===== src/rtl/fi_cls_pkg.sv =====
`timescale 1ns/1ps
// Package: shared types of the fault-injection outcome classifier.
// Assumes: outcome codes are fixed; the harness decodes them.
package fi_cls_pkg;

    typedef enum logic [2:0] {
        OC_NONE      = 3'd0,
        OC_NO_EFFECT = 3'd1,
        OC_FAILURE   = 3'd2,
        OC_LATENT    = 3'd3,
        OC_DETECTED  = 3'd4,
        OC_TIMEOUT   = 3'd5,
        OC_COMPLETED = 3'd6
    } outcome_e;

    typedef enum logic [1:0] {
        RS_IDLE   = 2'd0,
        RS_ACTIVE = 2'd1,
        RS_BLIND  = 2'd2,
        RS_FINAL  = 2'd3
    } run_state_e;

    typedef struct packed {
        logic vanish;
        logic fail;
        logic latent;
    } verdict_t;

endpackage


===== src/rtl/fi_run_timer.sv =====
`timescale 1ns/1ps
// Module: run cycle counter, injection window and time-out bound.
// Does: counts cycles from a start pulse; flags cycles past the injection
//       instant and the cycle the time-out bound is reached.
// Assumes: inject_time and golden_len are valid in the start cycle.
module fi_run_timer #(
    parameter int CW       = 16,
    parameter int TO_SCALE = 4
) (
    input  logic          clk,
    input  logic          rst_n,
    input  logic          run_start,
    input  logic          active,
    input  logic [CW-1:0] inject_time,
    input  logic [CW-1:0] golden_len,
    output logic          past_inject,
    output logic          timeout_hit
);
    localparam int SCALE_W = $clog2(TO_SCALE + 1);
    localparam int TW      = CW + SCALE_W;

    logic [TW-1:0] cnt_q;
    logic [TW-1:0] limit_q;
    logic [TW-1:0] inj_q;

    // Latch run settings at start; count saturating while a run is open.
    always_ff @(posedge clk) begin
        if (!rst_n) begin
            cnt_q   <= '0;
            limit_q <= '0;
            inj_q   <= '0;
        end else if (run_start) begin
            cnt_q   <= '0;
            limit_q <= TW'(golden_len) * TW'(TO_SCALE);
            inj_q   <= TW'(inject_time);
        end else if (active && (cnt_q != {TW{1'b1}})) begin
            cnt_q <= cnt_q + TW'(1);
        end
    end

    // Window and bound decodes.
    always_comb begin
        past_inject = (cnt_q > inj_q);
        timeout_hit = active && (cnt_q >= limit_q);
    end

    // the counter never moves backwards inside a run.
    p_cnt_monotonic_r2: assert property (@(posedge clk) disable iff (!rst_n)
        (active && !run_start) |=> (cnt_q >= $past(cnt_q)));

    // no comparison window at counter zero unless injection precedes it.
    p_window_after_start_r3: assert property (@(posedge clk) disable iff (!rst_n)
        run_start |=> (cnt_q == '0));

endmodule


===== src/rtl/fi_snap_compare.sv =====
`timescale 1ns/1ps
// Module: snapshot comparator.
// Does: compares the faulty state with the golden word lane by lane and
//       turns the result plus the output-mismatch flag into a verdict.
// Assumes: snap_state and snap_golden belong to the same snapshot point.
module fi_snap_compare #(
    parameter int SW     = 32,
    parameter int LANE_W = 8
) (
    input  logic                clk,
    input  logic                rst_n,
    input  logic                snap_valid,
    input  logic                enable,
    input  logic [SW-1:0]       snap_state,
    input  logic [SW-1:0]       snap_golden,
    input  logic                out_mismatch,
    output fi_cls_pkg::verdict_t verdict
);
    localparam int NLANE = (SW + LANE_W - 1) / LANE_W;
    localparam int PADW  = NLANE * LANE_W;

    logic [PADW-1:0]  diff_pad;
    logic [NLANE-1:0] lane_diff;
    logic             any_diff;
    logic             go;

    // Bitwise difference, zero-padded to whole lanes.
    always_comb diff_pad = PADW'(snap_state ^ snap_golden);

    // One reduction per lane keeps the OR tree balanced for wide states.
    for (genvar l = 0; l < NLANE; l++) begin : g_lane
        always_comb lane_diff[l] = |diff_pad[l*LANE_W +: LANE_W];
    end

    // Verdict decode for an enabled snapshot.
    always_comb begin
        any_diff       = |lane_diff;
        go             = snap_valid && enable;
        verdict.vanish = go && !any_diff;
        verdict.fail   = go && any_diff && out_mismatch;
        verdict.latent = go && any_diff && !out_mismatch;
    end

    // a disabled comparator never reports a verdict across a cycle.
    p_idle_quiet_r4: assert property (@(posedge clk) disable iff (!rst_n)
        !(snap_valid && enable) |-> (verdict == '0));

endmodule


===== src/rtl/fi_verdict_fsm.sv =====
`timescale 1ns/1ps
// Module: run state machine and outcome register.
// Does: applies the priority time-out > interrupt > failure > vanished >
//       completion > latent, raises the one-cycle stop, counts latent
//       verdicts and turns comparison off at the cap.
// Assumes: verdict is already qualified by cmp_enable.
module fi_verdict_fsm #(
    parameter int LW = 4
) (
    input  logic                  clk,
    input  logic                  rst_n,
    input  logic                  run_start,
    input  logic                  ev_done,
    input  logic                  ev_irq,
    input  logic                  timeout_hit,
    input  logic                  past_inject,
    input  fi_cls_pkg::verdict_t  verdict,
    input  logic [LW-1:0]         latent_limit,
    output logic                  cmp_enable,
    output logic                  active,
    output logic                  stop_req,
    output fi_cls_pkg::outcome_e  outcome
);
    import fi_cls_pkg::*;

    run_state_e      st_q, st_d;
    outcome_e        oc_q, oc_d;
    logic            stop_q, stop_d;
    logic [LW-1:0]   lat_cnt_q, lat_cnt_d, lat_inc;
    logic            lat_seen_q, lat_seen_d;
    logic [LW-1:0]   cap_q;

    // Run status decodes for the timer and comparator.
    always_comb begin
        active     = (st_q == RS_ACTIVE) || (st_q == RS_BLIND);
        cmp_enable = (st_q == RS_ACTIVE) && past_inject;
        lat_inc    = lat_cnt_q + LW'(1);
    end

    // Next-state and outcome selection in priority order.
    always_comb begin
        st_d       = st_q;
        oc_d       = oc_q;
        stop_d     = 1'b0;
        lat_cnt_d  = lat_cnt_q;
        lat_seen_d = lat_seen_q;
        if (run_start) begin
            st_d       = RS_ACTIVE;
            oc_d       = OC_NONE;
            lat_cnt_d  = '0;
            lat_seen_d = 1'b0;
        end else if (active) begin
            if (timeout_hit) begin
                st_d = RS_FINAL; oc_d = OC_TIMEOUT; stop_d = 1'b1;
            end else if (ev_irq) begin
                st_d = RS_FINAL; oc_d = OC_DETECTED; stop_d = 1'b1;
            end else if (verdict.fail) begin
                st_d = RS_FINAL; oc_d = OC_FAILURE; stop_d = 1'b1;
            end else if (verdict.vanish) begin
                st_d = RS_FINAL; oc_d = OC_NO_EFFECT; stop_d = 1'b1;
            end else if (ev_done) begin
                st_d   = RS_FINAL;
                stop_d = 1'b1;
                oc_d   = (lat_seen_q || verdict.latent) ? OC_LATENT : OC_COMPLETED;
            end else if (verdict.latent) begin
                oc_d       = OC_LATENT;
                lat_seen_d = 1'b1;
                lat_cnt_d  = lat_inc;
                if ((cap_q != '0) && (lat_inc == cap_q))
                    st_d = RS_BLIND;
            end
        end
    end

    // State, outcome and latent-count registers.
    always_ff @(posedge clk) begin
        if (!rst_n) begin
            st_q       <= RS_IDLE;
            oc_q       <= OC_NONE;
            stop_q     <= 1'b0;
            lat_cnt_q  <= '0;
            lat_seen_q <= 1'b0;
        end else begin
            st_q       <= st_d;
            oc_q       <= oc_d;
            stop_q     <= stop_d;
            lat_cnt_q  <= lat_cnt_d;
            lat_seen_q <= lat_seen_d;
        end
    end

    // Latent cap sampled once per run.
    always_ff @(posedge clk) begin
        if (!rst_n)         cap_q <= '0;
        else if (run_start) cap_q <= latent_limit;
    end

    always_comb begin
        stop_req = stop_q;
        outcome  = oc_q;
    end

    p_stop_pulse_r11: assert property (@(posedge clk) disable iff (!rst_n)
        stop_q |=> !stop_q);

    p_final_hold_r11: assert property (@(posedge clk) disable iff (!rst_n)
        (st_q == RS_FINAL && !run_start) |=> ($stable(oc_q) && !stop_q));

    p_start_clears_r2: assert property (@(posedge clk) disable iff (!rst_n)
        run_start |=> (oc_q == OC_NONE && !stop_q));

    p_timeout_wins_r9: assert property (@(posedge clk) disable iff (!rst_n)
        (active && timeout_hit && !run_start) |=> (stop_q && oc_q == OC_TIMEOUT));

    p_irq_wins_r8: assert property (@(posedge clk) disable iff (!rst_n)
        (active && ev_irq && !timeout_hit && !run_start) |=> (stop_q && oc_q == OC_DETECTED));

    p_latent_runs_on_r6: assert property (@(posedge clk) disable iff (!rst_n)
        (st_q == RS_ACTIVE && verdict.latent && !run_start && !timeout_hit
         && !ev_irq && !ev_done) |=> (!stop_q && oc_q == OC_LATENT));

    p_blind_ignores_r10: assert property (@(posedge clk) disable iff (!rst_n)
        (st_q == RS_BLIND && !run_start && !timeout_hit && !ev_irq && !ev_done)
        |=> (st_q == RS_BLIND && !stop_q && $stable(oc_q)));

endmodule


===== src/rtl/fi_outcome_classifier.sv =====
`timescale 1ns/1ps
// Module: top of the fault-injection run outcome classifier.
// Does: wires the run timer, snapshot comparator and verdict machine.
// Assumes: one run at a time; the harness stops the run on stop_req.
module fi_outcome_classifier #(
    parameter int SW       = 32,
    parameter int CW       = 16,
    parameter int LW       = 4,
    parameter int TO_SCALE = 4,
    parameter int LANE_W   = 8
) (
    input  logic          clk,
    input  logic          rst_n,
    input  logic          run_start,
    input  logic [CW-1:0] inject_time,
    input  logic [CW-1:0] golden_len,
    input  logic [LW-1:0] latent_limit,
    input  logic          snap_valid,
    input  logic [SW-1:0] snap_state,
    input  logic [SW-1:0] snap_golden,
    input  logic          out_mismatch,
    input  logic          ev_done,
    input  logic          ev_irq,
    output logic          stop_req,
    output logic [2:0]    outcome
);
    import fi_cls_pkg::*;

    logic     past_inject;
    logic     timeout_hit;
    logic     cmp_enable;
    logic     active;
    verdict_t verdict;
    outcome_e oc;

    fi_run_timer #(.CW(CW), .TO_SCALE(TO_SCALE)) timer_i (
        .clk         (clk),
        .rst_n       (rst_n),
        .run_start   (run_start),
        .active      (active),
        .inject_time (inject_time),
        .golden_len  (golden_len),
        .past_inject (past_inject),
        .timeout_hit (timeout_hit)
    );

    fi_snap_compare #(.SW(SW), .LANE_W(LANE_W)) cmp_i (
        .clk          (clk),
        .rst_n        (rst_n),
        .snap_valid   (snap_valid),
        .enable       (cmp_enable),
        .snap_state   (snap_state),
        .snap_golden  (snap_golden),
        .out_mismatch (out_mismatch),
        .verdict      (verdict)
    );

    fi_verdict_fsm #(.LW(LW)) fsm_i (
        .clk          (clk),
        .rst_n        (rst_n),
        .run_start    (run_start),
        .ev_done      (ev_done),
        .ev_irq       (ev_irq),
        .timeout_hit  (timeout_hit),
        .past_inject  (past_inject),
        .verdict      (verdict),
        .latent_limit (latent_limit),
        .cmp_enable   (cmp_enable),
        .active       (active),
        .stop_req     (stop_req),
        .outcome      (oc)
    );

    // Plain-vector view of the outcome code.
    always_comb outcome = oc;

endmodule


===== config.mk =====
export PLATFORM = sky130hd
export DESIGN_NAME = fi_outcome_classifier
export DESIGN_NICKNAME = d
export VERILOG_FILES = /design/src/rtl/fi_cls_pkg.sv /design/src/rtl/fi_run_timer.sv /design/src/rtl/fi_snap_compare.sv /design/src/rtl/fi_verdict_fsm.sv /design/src/rtl/fi_outcome_classifier.sv
export SDC_FILE = /design/constraint.sdc
export NUM_CORES = 1
export LEC_CHECK = 0
export ABC_CLOCK_PERIOD_IN_PS = 3210
export CAP_MARGIN = 20
export CORE_MARGIN = 3
export CORE_UTILIZATION = 50
export CTS_BUF_LIST = sky130_fd_sc_hd__clkbuf_2 sky130_fd_sc_hd__clkbuf_4 sky130_fd_sc_hd__clkbuf_8
export DETAILED_ROUTE_END_ITERATION = 12
export GPL_ROUTABILITY_DRIVEN = 0
export PLACE_DENSITY = 0.92
export SYNTH_ARGS = -nofsm -noshare
export SYNTH_HDL_FRONTEND = slang
export SYNTH_HIERARCHICAL = 1
export SYNTH_SLANG_ARGS = --single-unit

===== constraint.sdc =====
create_clock -name clk -period 3.21 [get_ports clk]
set_clock_uncertainty 0.15 [all_clocks]
set_input_delay 0.642 -clock clk [delete_from_list [all_inputs] [get_ports clk]]
set_output_delay 0.642 -clock clk [all_outputs]
set_load 0.01 [all_outputs]

* Word level (Yosys, flattened, before mapping)
Index checks and enable logic that the tools add are counted.
W data, S select, Z words.
** Cells by class
- Bitwise gates (word level) :: 8
- Muxes and demuxes :: 21
- Magnitude comparators :: 2
- Add/subtract/negate cells :: 2
- Eq/ne operators :: 4
- Reduce and logical (&&, ||, !) cells :: 26
** Operators by type and width (count)
- $reduce_or A32 Y1 :: 1
- $xor A32 B32 Y32 :: 1
- $mux W3 :: 7
- $add A19 B1 Y19 const B :: 1
- $ge A19 B18 Y1 :: 1
- $gt A19 B16 Y1 :: 1
- $ne A19 B19 Y1 const B :: 1
- $mux W2 :: 7
- $reduce_bool A7 Y1 :: 2
- $reduce_bool A6 Y1 :: 2
- $logic_and A1 B1 Y1 :: 9
- $mux W1 :: 7
- $not A1 Y1 :: 7
- $reduce_and A7 Y1 :: 1
- $reduce_and A3 Y1 :: 2
- $add A4 B1 Y4 const B :: 1
- $eq A4 B4 Y1 :: 1
- $reduce_bool A4 Y1 :: 1
- $reduce_or A3 Y1 :: 1
- $eq A2 B1 Y1 const B :: 1
- $eq A2 B2 Y1 const B :: 1
- $logic_not A1 Y1 :: 2
- $logic_or A1 B1 Y1 :: 2
- $reduce_and A2 Y1 :: 1
- 2 further kinds :: 2
** Storage, ports and cells
- Bits in registers :: 66
- Word-level logic and storage cells :: 73
- Output and inout port bits :: 4

* Depth between registers and ports, before layout
Gate-level depths: netlist of the first run.
- Depth in word-level cells :: 13
- Mapped depth :: 14
- Depth with buffers taken out :: 14

* Modules after synthesis
The synthesis of the first run kept the hierarchy.
** By module, submodules not included
- fi_run_timer :: instances 1, sequential area each 1021.0 µm², cells each 323, area an instance 2965.3 µm²
- fi_verdict_fsm :: instances 1, sequential area each 300.3 µm², cells each 81, area an instance 734.5 µm²
- fi_snap_compare :: instances 1, sequential area each 0.0 µm², cells each 47, area an instance 385.4 µm²

* Worst setup path before layout of the first run
Ideal clock, no wire load.
- Path type :: register to register
- From :: register timer_i.cnt_q[1]
- To :: register fsm_i.oc_q[2] (netlist: fsm_i/outcome[2])
- Required time :: 2.969 ns
- Setup slack :: 0.477 ns
- Data arrival time :: 2.492 ns
- Stages on the path, launching flop included :: 13
- Cell sequence :: dfxtp_1 ha_1 nor2b_1 o21a_1 o21a_1 o31ai_1 a22oi_1 and2_1 nand2_1 and3b_1 nor3_2 a31oi_1 a311oi_1
** RTL lines
- start, declared :: line fi_run_timer.sv:22 : logic [TW-1:0] cnt_q;
- start signal, assigned :: line fi_run_timer.sv:37 : cnt_q <= cnt_q + TW'(1);
- end signal, assigned :: line fi_verdict_fsm.sv:79 : oc_q <= OC_NONE;
- end signal, assigned :: line fi_verdict_fsm.sv:85 : oc_q <= oc_d;
- end, declared :: line fi_verdict_fsm.sv:27 : outcome_e oc_q, oc_d;

==> results.py, run 1 <==
metrics = {
    "outcome": {
        "status": "finished, final reports clean",
    },
    "clocking": {
        "insertion_delay_ns": 0.35,
        "h-tree-depth": 3,
        "clock-sinks": 66,
        "cts-root-buf": "clkbuf_8",
        "path_clk_slew_ns": 0.08,
        "hold_buffers": 0,
        "cts_buffers": 9,
        "cts_max_path_buffers": 2,
        "cts_tree": "built",
        "postCtsSetupBuffers": 0,
    },
    "routing": {
        "ant_nets": 0,
        "first_pass_iters": 5,
        "drc": 0,
        "drtIter0Drc": 193,
        "routed_via_density": 5.52,
        "wl_per_cell_um": 16.7,
        "wirelength_um": 11300,
        "via_count": 3721,
    },
    "synth": {
        "syn_avg_cell_area_um2": 9.06,
        "syn_area_um2": 4090,
        "synth_edf_count": 0,
        "yosys.area.top_type": "dfxtp_1",
        "synth_ff_type": "dfxtp_1",
        "synth_top_cells_by_area": "dfxtp_1, ha_1, xnor2_1, mux2i_1, nor2b_1",
        "yosysTopAreaCellShare_pct": 32.3,
        "yosysWarnings": 6,
        "synth_cell_type_count": 51,
        "synth_top_cells_by_count": "dfxtp_1, xnor2_1, inv_1",
        "async_reset_ff_share_pct": 0,
        "yosysMostFrequentCell": "dfxtp_1",
        "synth_cells": 451,
        "ys_seq_area_share_pct": 32.3,
        "syn_nets": 594,
        "ys_seq_elements": 66,
    },
    "pwr": {
        "power_per_cell_area_nw_per_um2": 363,
        "p_int_mw": 1.49,
        "switchingPower_mw": 0.533,
        "total_power_mw": 2.02,
        "p_comb_share_pct": 20.0,
        "p_clk_share_pct": 36.7,
        "netSwitchingFraction_pct": 26.3,
        "seqPwrFrac_pct": 43.3,
        "power.leakage_nw": 2.19,
        "vdd.ir_drop.worst_uv": 177,
    },
    "global_routing": {
        "grt_pass1_wl_um": 17800,
        "overflow": 0,
        "grt_usage_pct": 25.4,
        "antenna_found_initial": 0,
        "grt_pass1_vias": 3806,
        "grt_max_degree": 40,
    },
    "floorplan": {
        "start_util_pct": 52.1,
        "coreArea_um2": 7850,
        "dieArea_um2": 9290,
        "die_w_um": 96.4,
        "io_pins": 111,
        "row_count": 32,
        "dieHeight_um": 96.4,
    },
    "sta": {
        "tightest_slew_ns": 0.880,
        "fin_ws_ns": 0.108,
        "holdWs_ns": 0.339,
        "drv_slew": 0,
        "relSlewSlack_pct": 41.3,
        "hold_viol_final": 0,
        "fmax_mhz": 322,
        "fin_crit_sh_pct": 96.6,
        "tns_ns": 0,
        "layout_min_cycle_time_ns": 3.10,
        "setup_viol": 0,
    },
    "placed_design": {
        "place_ws_ns": 0.0630,
        "hpwlAfterDp_um": 8720,
        "portBuffers": 110,
        "placed_cells": 658,
        "placed_area_um2": 5310,
    },
    "cells_and_area": {
        "nets": 710,
        "design_area_um2": 5580,
        "fin_cells": 674,
        "num_antenna_cells": 0,
        "drive_gt1_share_pct": 8.74,
        "finish.utilization_pct": 71.1,
        "synthToLayoutAreaGrowth_pct": 36.6,
    },
    "worst_setup_path": {
        "critPathRequiredTime_ns": 3.29,
        "crit_top_cell": "o21a_1",
        "cp.arrival_ns": 3.18,
        "worst_path_largest_cell_delay_ns": 0.44,
        "path_max_fanout": 5,
        "start_kind": "flip-flop",
        "cp-end-kind": "flip-flop",
        "slowest_stage": "dfxtp_1",
        "crit_type": "flip-flop to flip-flop",
        "crit_chain": "ha_1 > nor2b_1 > o21a_1 > o21a_1 > o31ai_2 > a22oi_1 > and2_4 > nand2_1 > and3b_2 > nor3_4 > nand3_2 > mux2i_1 > nor2_1",
    },
    "run": {
        "drv_cap": 0,
    },
    "hold_path": {
        "holdCritPathClass": "flip-flop to flip-flop",
    },
}
==> worst max-delay path: cells and delay by family (launching register included) <==
kind | cells | cell delay (ns)
and+or+nand+nor | 7 | 1.21
AOI/OAI and AO/OA | 4 | 0.66
DFF | 1 | 0.44
adders and majority gates | 1 | 0.30
muxes | 1 | 0.22
==> cell type report <==
type                       instances  area, µm²
clock buffer                      11        151
clock inverter                     5       61.3
fill                             570       2270
inverter                          45        169
multi-input combinational        327       2590
sequential                        66       1320
tap                              102        128
timing repair buffer             118       1160
==> worst paths after layout <==
kind                                       start                  to  slack (ns)  cells after the start
worst max-delay path            timer_i/cnt_q[1]  fsm_i/lat_cnt_q[1]        0.11                     13
worst min-delay path               fsm_i/st_q[0]       fsm_i/st_q[0]        0.34                      2
worst max register to register  timer_i/cnt_q[1]  fsm_i/lat_cnt_q[1]        0.11                     13
worst min register to register     fsm_i/st_q[0]       fsm_i/st_q[0]        0.34                      2
==> per-layer routing <==
metal  GRT usage (%)  up-vias  share of wire [%]  routed length, µm
met5               0        -                  0                  0
met2            44.3      164                 52               5830
li1                -     1794                  -                  -
met1            28.1     1725                 38               4240
met4            13.3        0                3.5                397
met3            6.89       38                7.3                819
==> sequential cells by signal (all words and copies together) (netlist names) <==
register	flops
fsm_i/stop_req	1
timer_i/inj_q	16
fsm_i/cap_q	4
fsm_i/outcome	3
fsm_i/lat_cnt_q	4
fsm_i/st_q	2
timer_i/cnt_q	19
timer_i/limit_q	16
fsm_i/lat_seen_q	1
==> timing repair <==
item	4_1_cts	5_1_grt
setup endpoints to repair	0	10
endpoints found under the hold margin	0	0
resized for setup	0	14
==> cell usage in the layout (no fill, tap or decap), types with 2 or more instances in the layout <==
master           synthesis  layout
nand3_2                  1       2
or3_1                    3       3
buf_4                    0       8
a21oi_1                 18      17
xor2_1                   4       3
and3_2                   2       2
clkbuf_8                 0      11
a211oi_1                 8       7
and2_1                   3       2
o21ai_0                  3       3
mux2i_1                 39      39
a21oi_2                  1       2
o21a_1                   2       2
ha_1                    36      36
nand4_1                 17      17
clkdlybuf4s50_1          0     109
dfxtp_1                 66      65
nor4_2                   3       3
inv_1                   45      45
nor2_1                  26      25
a41oi_1                  2       2
a31oi_1                  6       5
clkinv_4                 0       2
nand3_1                 14      13
nor2b_1                 40      39
nand2b_1                 2       2
nand2_1                 16      16
nor3_1                   6       6
a21o_1                   2       2
a311oi_1                 3       3
xnor2_1                 50      50
==> power groups by stage <==
stage / combinational (mW) / clock (mW) / sequential [mW]
after floorplan: 0.191 / 0 / 0.888
after global placement: 0.374 / 0 / 0.891
after detailed placement: 0.387 / 0 / 0.893
after CTS: 0.393 / 0.747 / 0.875
after global routing: 0.438 / 0.785 / 0.878
final: 0.405 / 0.744 / 0.876
==> kinds of logic (layout without fill, tap and decap cells) <==
group	Yosys count	after routing	share of synthesized area (%)
simple gates	143	143	20.3
flops	66	66	32.3
buf+inv	58	179	5.67
compound gates	55	55	9.56
xor+xnor	54	54	11.6
mux	39	39	9.56
fa+ha+maj	36	36	11.0
(Power assumes the default switching activity.)
==> inputs of run 2 (changes only) <==
--- a/config.mk
+++ b/config.mk
@@ -6,12 +6,12 @@
 export NUM_CORES = 1
 export LEC_CHECK = 0
 export ABC_CLOCK_PERIOD_IN_PS = 3210
-export CAP_MARGIN = 20
 export CORE_MARGIN = 3
 export CORE_UTILIZATION = 50
 export CTS_BUF_LIST = sky130_fd_sc_hd__clkbuf_2 sky130_fd_sc_hd__clkbuf_4 sky130_fd_sc_hd__clkbuf_8
 export DETAILED_ROUTE_END_ITERATION = 12
 export GPL_ROUTABILITY_DRIVEN = 0
+export MAX_ROUTING_LAYER = met4
 export PLACE_DENSITY = 0.92
 export SYNTH_ARGS = -nofsm -noshare
 export SYNTH_HDL_FRONTEND = slang
==> run 2 against run 1 <==
Die area is the same. Clock power is essentially flat. Register-to-register slack is essentially flat. Sequential share of layout area is the same. Power hardly changed. Worst setup slack better by 0.014 ns. Flip-flop and latch count unchanged. Critical path depth increased by 1. Via count increased by 0.35%. Clock-buffer cell count unchanged. Wire length about the same. Sequential power about the same. Critical path type unchanged. Highest routed layer unchanged.
==> results.py, run 2 (synthesis gave the netlist of run 1 again) <==
metrics = {
    "sta": {
        "fin_crit_sh_pct": 96.2,
        "layout_min_cycle_time_ns": 3.09,
        "setup_viol": 0,
        "tightest_slew_ns": 0.878,
        "hold_viol_final": 0,
        "holdWs_ns": 0.338,
        "relSlewSlack_pct": 41.4,
        "drv_slew": 0,
        "fmax_mhz": 324,
    },
    "floorplan": {
        "coreArea_um2": 7850,
        "row_count": 32,
        "io_pins": 111,
        "dieHeight_um": 96.4,
        "dieArea_um2": 9290,
        "start_util_pct": 52.1,
        "die_w_um": 96.4,
    },
    "clocking": {
        "h-tree-depth": 3,
        "cts_buffers": 9,
        "clock-sinks": 66,
        "hold_buffers": 0,
        "cts-root-buf": "clkbuf_8",
        "postCtsSetupBuffers": 0,
        "cts_tree": "built",
        "insertion_delay_ns": 0.36,
        "cts_max_path_buffers": 2,
        "path_clk_slew_ns": 0.07,
    },
    "pwr": {
        "netSwitchingFraction_pct": 26.3,
        "power_per_cell_area_nw_per_um2": 362,
        "p_int_mw": 1.49,
        "switchingPower_mw": 0.531,
        "power.leakage_nw": 2.19,
        "seqPwrFrac_pct": 43.3,
        "p_comb_share_pct": 20.0,
        "total_power_mw": 2.02,
        "p_clk_share_pct": 36.7,
        "vdd.ir_drop.worst_uv": 177,
    },
    "worst_setup_path": {
        "cp-end-kind": "flip-flop",
        "crit_top_cell": "o21a_1",
        "worst_path_largest_cell_delay_ns": 0.34,
        "critPathRequiredTime_ns": 3.29,
        "path_max_fanout": 5,
        "crit_chain": "inv_1 > ha_1 > nor2b_1 > o21a_1 > o21a_1 > o31ai_2 > a22oi_1 > and2_4 > nand2_1 > and3b_2 > nor3_4 > nand3_2 > mux2i_1 > nor2_1",
        "crit_type": "flip-flop to flip-flop",
        "cp.arrival_ns": 3.17,
        "start_kind": "flip-flop",
        "slowest_stage": "dfxtp_1",
        "path_buf_inv": 1,
        "cp_top_family": "simple AND/OR/NAND/NOR gates",
    },
    "cells_and_area": {
        "nets": 710,
        "largest_registers": "timer_i/cnt_q: 19 flops, timer_i/inj_q: 16 flops, timer_i/limit_q: 16 flops",
        "fin_cells": 674,
        "final_cell_mix": "clkdlybuf4s50_1, dfxtp_1, xnor2_1, inv_1",
        "drive_gt1_share_pct": 8.74,
        "num_antenna_cells": 0,
        "final_common_cell": "clkdlybuf4s50_1",
        "synthToLayoutAreaGrowth_pct": 36.6,
        "largest_reg_flops": 19,
        "largest-register": "timer_i/cnt_q",
        "finish.utilization_pct": 71.1,
    },
    "routing": {
        "wl_per_cell_um": 16.7,
        "drtIter0Drc": 155,
        "drc": 0,
        "routed_via_density": 5.54,
        "via_count": 3734,
        "ant_nets": 0,
        "wirelength_um": 11300,
        "first_pass_iters": 5,
    },
    "global_routing": {
        "grt_pass1_wl_um": 17800,
        "grt_pass1_vias": 3801,
        "overflow": 0,
        "grt_max_degree": 40,
        "antenna_found_initial": 0,
        "grt_usage_pct": 26.2,
    },
    "placed_design": {
        "placed_cells": 658,
        "portBuffers": 110,
        "hpwlAfterDp_um": 8720,
    },
    "hold_path": {
        "holdCritPathClass": "flip-flop to flip-flop",
    },
    "outcome": {
        "status": "finished, final reports clean",
    },
    "run": {
        "drv_cap": 0,
    },
}
==> run 2: cell counts in the layout (fill, tap and decap cells not counted) <==
Identical to the previous run, type by type.
==> run 2: cell type report <==
class                   count  area (µm²)
clock buffers              11         151
multi-input cells         327        2590
fillers                   570        2270
well taps                 102         128
flip-flops and latches     66        1320
clock inverters             5        61.3
inverters                  45         169
repair buffers            118        1160
==> run 2: worst paths after layout <==
path | endpoint | depth (start not counted) | slack (ns) | startpoint
worst max-delay path | fsm_i/lat_cnt_q[1] | 14 | 0.12 | timer_i/inj_q[1]
worst min-delay path | fsm_i/st_q[0] | 2 | 0.34 | fsm_i/st_q[0]
worst max register to register | fsm_i/lat_cnt_q[1] | 14 | 0.12 | timer_i/inj_q[1]
worst min register to register | fsm_i/st_q[0] | 2 | 0.34 | fsm_i/st_q[0]
==> run 2: routing by layer <==
layer	track usage (%)	wire (µm)	share of wire (%)
met1	28.9	4300	38
met2	44.1	5790	51
met3	6.27	765	6.8
met4	13.7	420	3.7
met5	-	0	0
==> run 2: worst register-to-register path, delay by kind of cell (launching register included) <==
family	cells	cell delay [ns]
and+or+nand+nor	7	1.21
AOI/OAI and AO/OA	4	0.66
DFF	1	0.34
adders and majority gates	1	0.31
muxes	1	0.22
buffers and inverters	1	0.07
==> run 2: power by group through the flow <==
| stage | sequential, mW | combinational (mW) | clock (mW) |
|---|---|---|---|
| floorplan | 0.888 | 0.191 | 0 |
| global placement | 0.891 | 0.374 | 0 |
| detailed placement | 0.893 | 0.387 | 0 |
| CTS | 0.875 | 0.393 | 0.747 |
| global route | 0.878 | 0.438 | 0.789 |
| finish | 0.876 | 0.404 | 0.743 |
==> run 2: what timing repair did <==
item / CTS / global route
gates resized for setup: 0 / 14
endpoints found under the hold margin: 0 / 0
setup endpoints to repair: 0 / 10
==> run 2: metrics by stage <==
stage | TNS, ns | setup WS, ns | instance area [µm²]
final | 0 | 0.122 | 5580
after global routing | -0.0517 | -0.0253 | 5580
after CTS | 0 | 0.0354 | 5520
after detailed placement | 0 | 0.0630 | 5310
after global placement | 0 | 0.148 | 5310
after floorplan | 0 | 0.477 | 4090
==> inputs of run 3 (changes only) <==
--- a/config.mk
+++ b/config.mk
@@ -15,5 +15,4 @@
 export PLACE_DENSITY = 0.92
 export SYNTH_ARGS = -nofsm -noshare
 export SYNTH_HDL_FRONTEND = slang
-export SYNTH_HIERARCHICAL = 1
 export SYNTH_SLANG_ARGS = --single-unit
==> run 3 against run 2 <==
Worst setup slack gained 0.18 ns. Sequential power is essentially flat. Die area hardly changed. Flip-flop and latch count is the same. Final cell count increased by 1.3%. Maximum frequency rose by 6.0%. Sequential share of layout area up 0.090 points. Clock-buffer cell count fell by 2. Synthesized area about the same. Hold slack got worse by 0.015 ns. Register-to-register slack better by 0.18 ns. Combinational power hardly changed. Highest routed layer unchanged.
==> results.py, run 3 <==
metrics = {
    "cells_and_area": {
        "largest_reg_flops": 19,
        "fillers": 585,
        "synthToLayoutAreaGrowth_pct": 36.1,
        "final_common_cell": "clkdlybuf4s50_1",
        "num_antenna_cells": 0,
        "fin_cells": 683,
        "finish.utilization_pct": 71.2,
        "largest-register": "timer_i.cnt_q",
        "nets": 719,
        "largest_registers": "timer_i.cnt_q: 19 flops, timer_i.inj_q: 16 flops, timer_i.limit_q: 16 flops",
        "drive_gt1_share_pct": 4.82,
        "final_cell_mix": "clkdlybuf4s50_1, dfxtp_1, xor2_1, inv_1, nor2b_1",
    },
    "floorplan": {
        "row_count": 32,
        "die_w_um": 96.4,
        "start_util_pct": 52.3,
        "coreArea_um2": 7810,
        "dieHeight_um": 96.4,
        "dieArea_um2": 9280,
        "io_pins": 111,
    },
    "outcome": {
        "status": "finished, final reports clean",
    },
    "synth": {
        "synth_cells": 463,
        "syn_nets": 606,
        "async_reset_ff_share_pct": 0,
        "ys_seq_area_share_pct": 32.4,
        "syn_avg_cell_area_um2": 8.82,
        "yosysMostFrequentCell": "dfxtp_1",
        "yosysWarnings": 0,
        "synth_ff_type": "dfxtp_1",
        "synth_cell_type_count": 47,
        "ys_seq_elements": 66,
        "synth_top_cells_by_count": "dfxtp_1, xor2_1, inv_1, nor2b_1, mux2i_1",
        "synth_top_cells_by_area": "dfxtp_1, ha_1, xor2_1, mux2i_1, nor2b_1",
        "syn_area_um2": 4080,
        "synth_edf_count": 0,
        "yosysTopAreaCellShare_pct": 32.4,
        "yosys.area.top_type": "dfxtp_1",
    },
    "worst_setup_path": {
        "critPathRequiredTime_ns": 3.33,
        "start_kind": "flip-flop",
        "cp.arrival_ns": 3.04,
        "r2r_slack_ns": 0.30,
        "r2r-start": "timer_i.cnt_q[8]",
        "crit_type": "flip-flop to flip-flop",
        "path_max_fanout": 7,
        "worstRegToRegCells": 8,
        "r2r-end": "fsm_i.lat_cnt_q[3]",
        "cp-end-kind": "flip-flop",
    },
    "clocking": {
        "ctsResizeCount": 0,
        "postCtsSetupBuffers": 0,
        "cts-root-buf": "clkbuf_8",
        "cts_max_path_buffers": 2,
        "path_clk_slew_ns": 0.08,
        "clock-sinks": 66,
        "h-tree-depth": 3,
        "cts_tree": "built",
        "cts_buffers": 9,
        "insertion_delay_ns": 0.35,
        "hold_buffers": 0,
    },
    "global_routing": {
        "antenna_found_initial": 0,
        "grt_usage_pct": 23.8,
        "grt_pass1_vias": 3753,
        "grt_pass1_wl_um": 16700,
        "overflow": 0,
        "grt_max_degree": 39,
    },
    "routing": {
        "first_pass_iters": 5,
        "drtIter0Drc": 239,
        "wirelength_um": 10400,
        "via_count": 3722,
        "wl_per_cell_um": 15.2,
        "drc": 0,
        "ant_nets": 0,
        "routed_via_density": 5.45,
    },
    "sta": {
        "tns_ns": 0,
        "grt_setup_unrepaired": "false",
        "fmax_mhz": 343,
        "hold_viol_final": 0,
        "layout_min_cycle_time_ns": 2.91,
        "relSlewSlack_pct": 36.4,
        "drv_slew": 0,
        "fin_crit_sh_pct": 90.7,
        "tightest_slew_ns": 0.930,
        "setup_viol": 0,
    },
    "placed_design": {
        "placed_cells": 667,
        "portBuffers": 110,
        "hpwlAfterDp_um": 8230,
    },
    "pwr": {
        "power.leakage_nw": 2.23,
        "vdd.ir_drop.worst_uv": 355,
        "power_per_cell_area_nw_per_um2": 397,
        "total_power_mw": 2.20,
    },
    "hold_path": {
        "holdCritPathClass": "flip-flop to flip-flop",
        "min_to": "fsm_i.outcome[1]",
        "holdPathStages": 2,
        "worstHoldStart": "fsm_i.outcome[1]",
    },
    "run": {
        "drv_cap": 0,
    },
}
==> run 3: cell families (layout without fill, tap and decap cells) <==
group           Yosys count  count (layout)  synth area share (%)
simple gates            162             162                  21.7
flops                    66              66                  32.4
compound gates           57              57                  9.66
xor+xnor                 53              53                  11.4
buf+inv                  52             170                  4.78
mux                      37              37                  9.07
fa+ha+maj                36              36                  11.0
==> run 3: where the power goes <==
group	total (mW)	switching, mW	leakage [nW]	internal (mW)
logic	0.401	0.172	1.56	0.229
registers	0.875	0.0218	0.540	0.853
clock network	0.927	0.333	0.129	0.594
total	2.20	0.527	2.23	1.68
==> run 3: layout make-up <==
class	count	area (µm²)	area share [%]
flip-flops and latches	66	1320	23.8
clock buffers	9	124	2.23
clock inverters	7	141	2.55
repair buffers	114	1130	20.3
well taps	102	128	2.30
multi-input cells	345	2560	46.2
inverters	40	150	2.70
==> run 3: critical path, stage by stage (launching register included) <==
cell and delay (ns):
dfxtp_1 0.40, ha_1 0.33, nand4_1 0.23, a211oi_1 0.34, o31a_1 0.22, o21ai_2 0.13, a2111o_1 0.46, or4_1 0.43
a21oi_1 0.14
==> run 3: metrics by stage <==
stage               setup slack, ns  hold slack [ns]  instance area (µm²)
finish                        0.298            0.323                 5560
global route                  0.141            0.359                 5560
CTS                           0.320            0.324                 5560
detailed placement            0.306            0.313                 5290
global placement              0.317            0.306                 5290
floorplan                     0.627            0.313                 4080
==> run 3: worst max path at each step <==
| stage | from | to | slack [ns] |
|---|---|---|---|
| 4_1_cts | timer_i.cnt_q[8] | fsm_i.lat_cnt_q[3] | 0.32 |
| 5_1_grt | timer_i.cnt_q[0] | timer_i.cnt_q[13] | 0.14 |
| 2_1_floorplan | timer_i.cnt_q[17] | fsm_i.lat_cnt_q[3] | 0.63 |
| 3_5_place_dp | snap_golden[20] | fsm_i.st_q[0] | 0.31 |
| 3_3_place_gp | snap_golden[20] | fsm_i.st_q[0] | 0.32 |
| 6_report | timer_i.cnt_q[8] | fsm_i.lat_cnt_q[3] | 0.30 |
==> run 3: routing by layer <==
layer  wire, µm  share of wire (%)  global-route usage (%)
met4        300                2.9                    10.9
met1       4230                 41                    25.4
met5          0                  0                       -
met3        953                9.2                    6.10
met2       4930                 47                    41.1
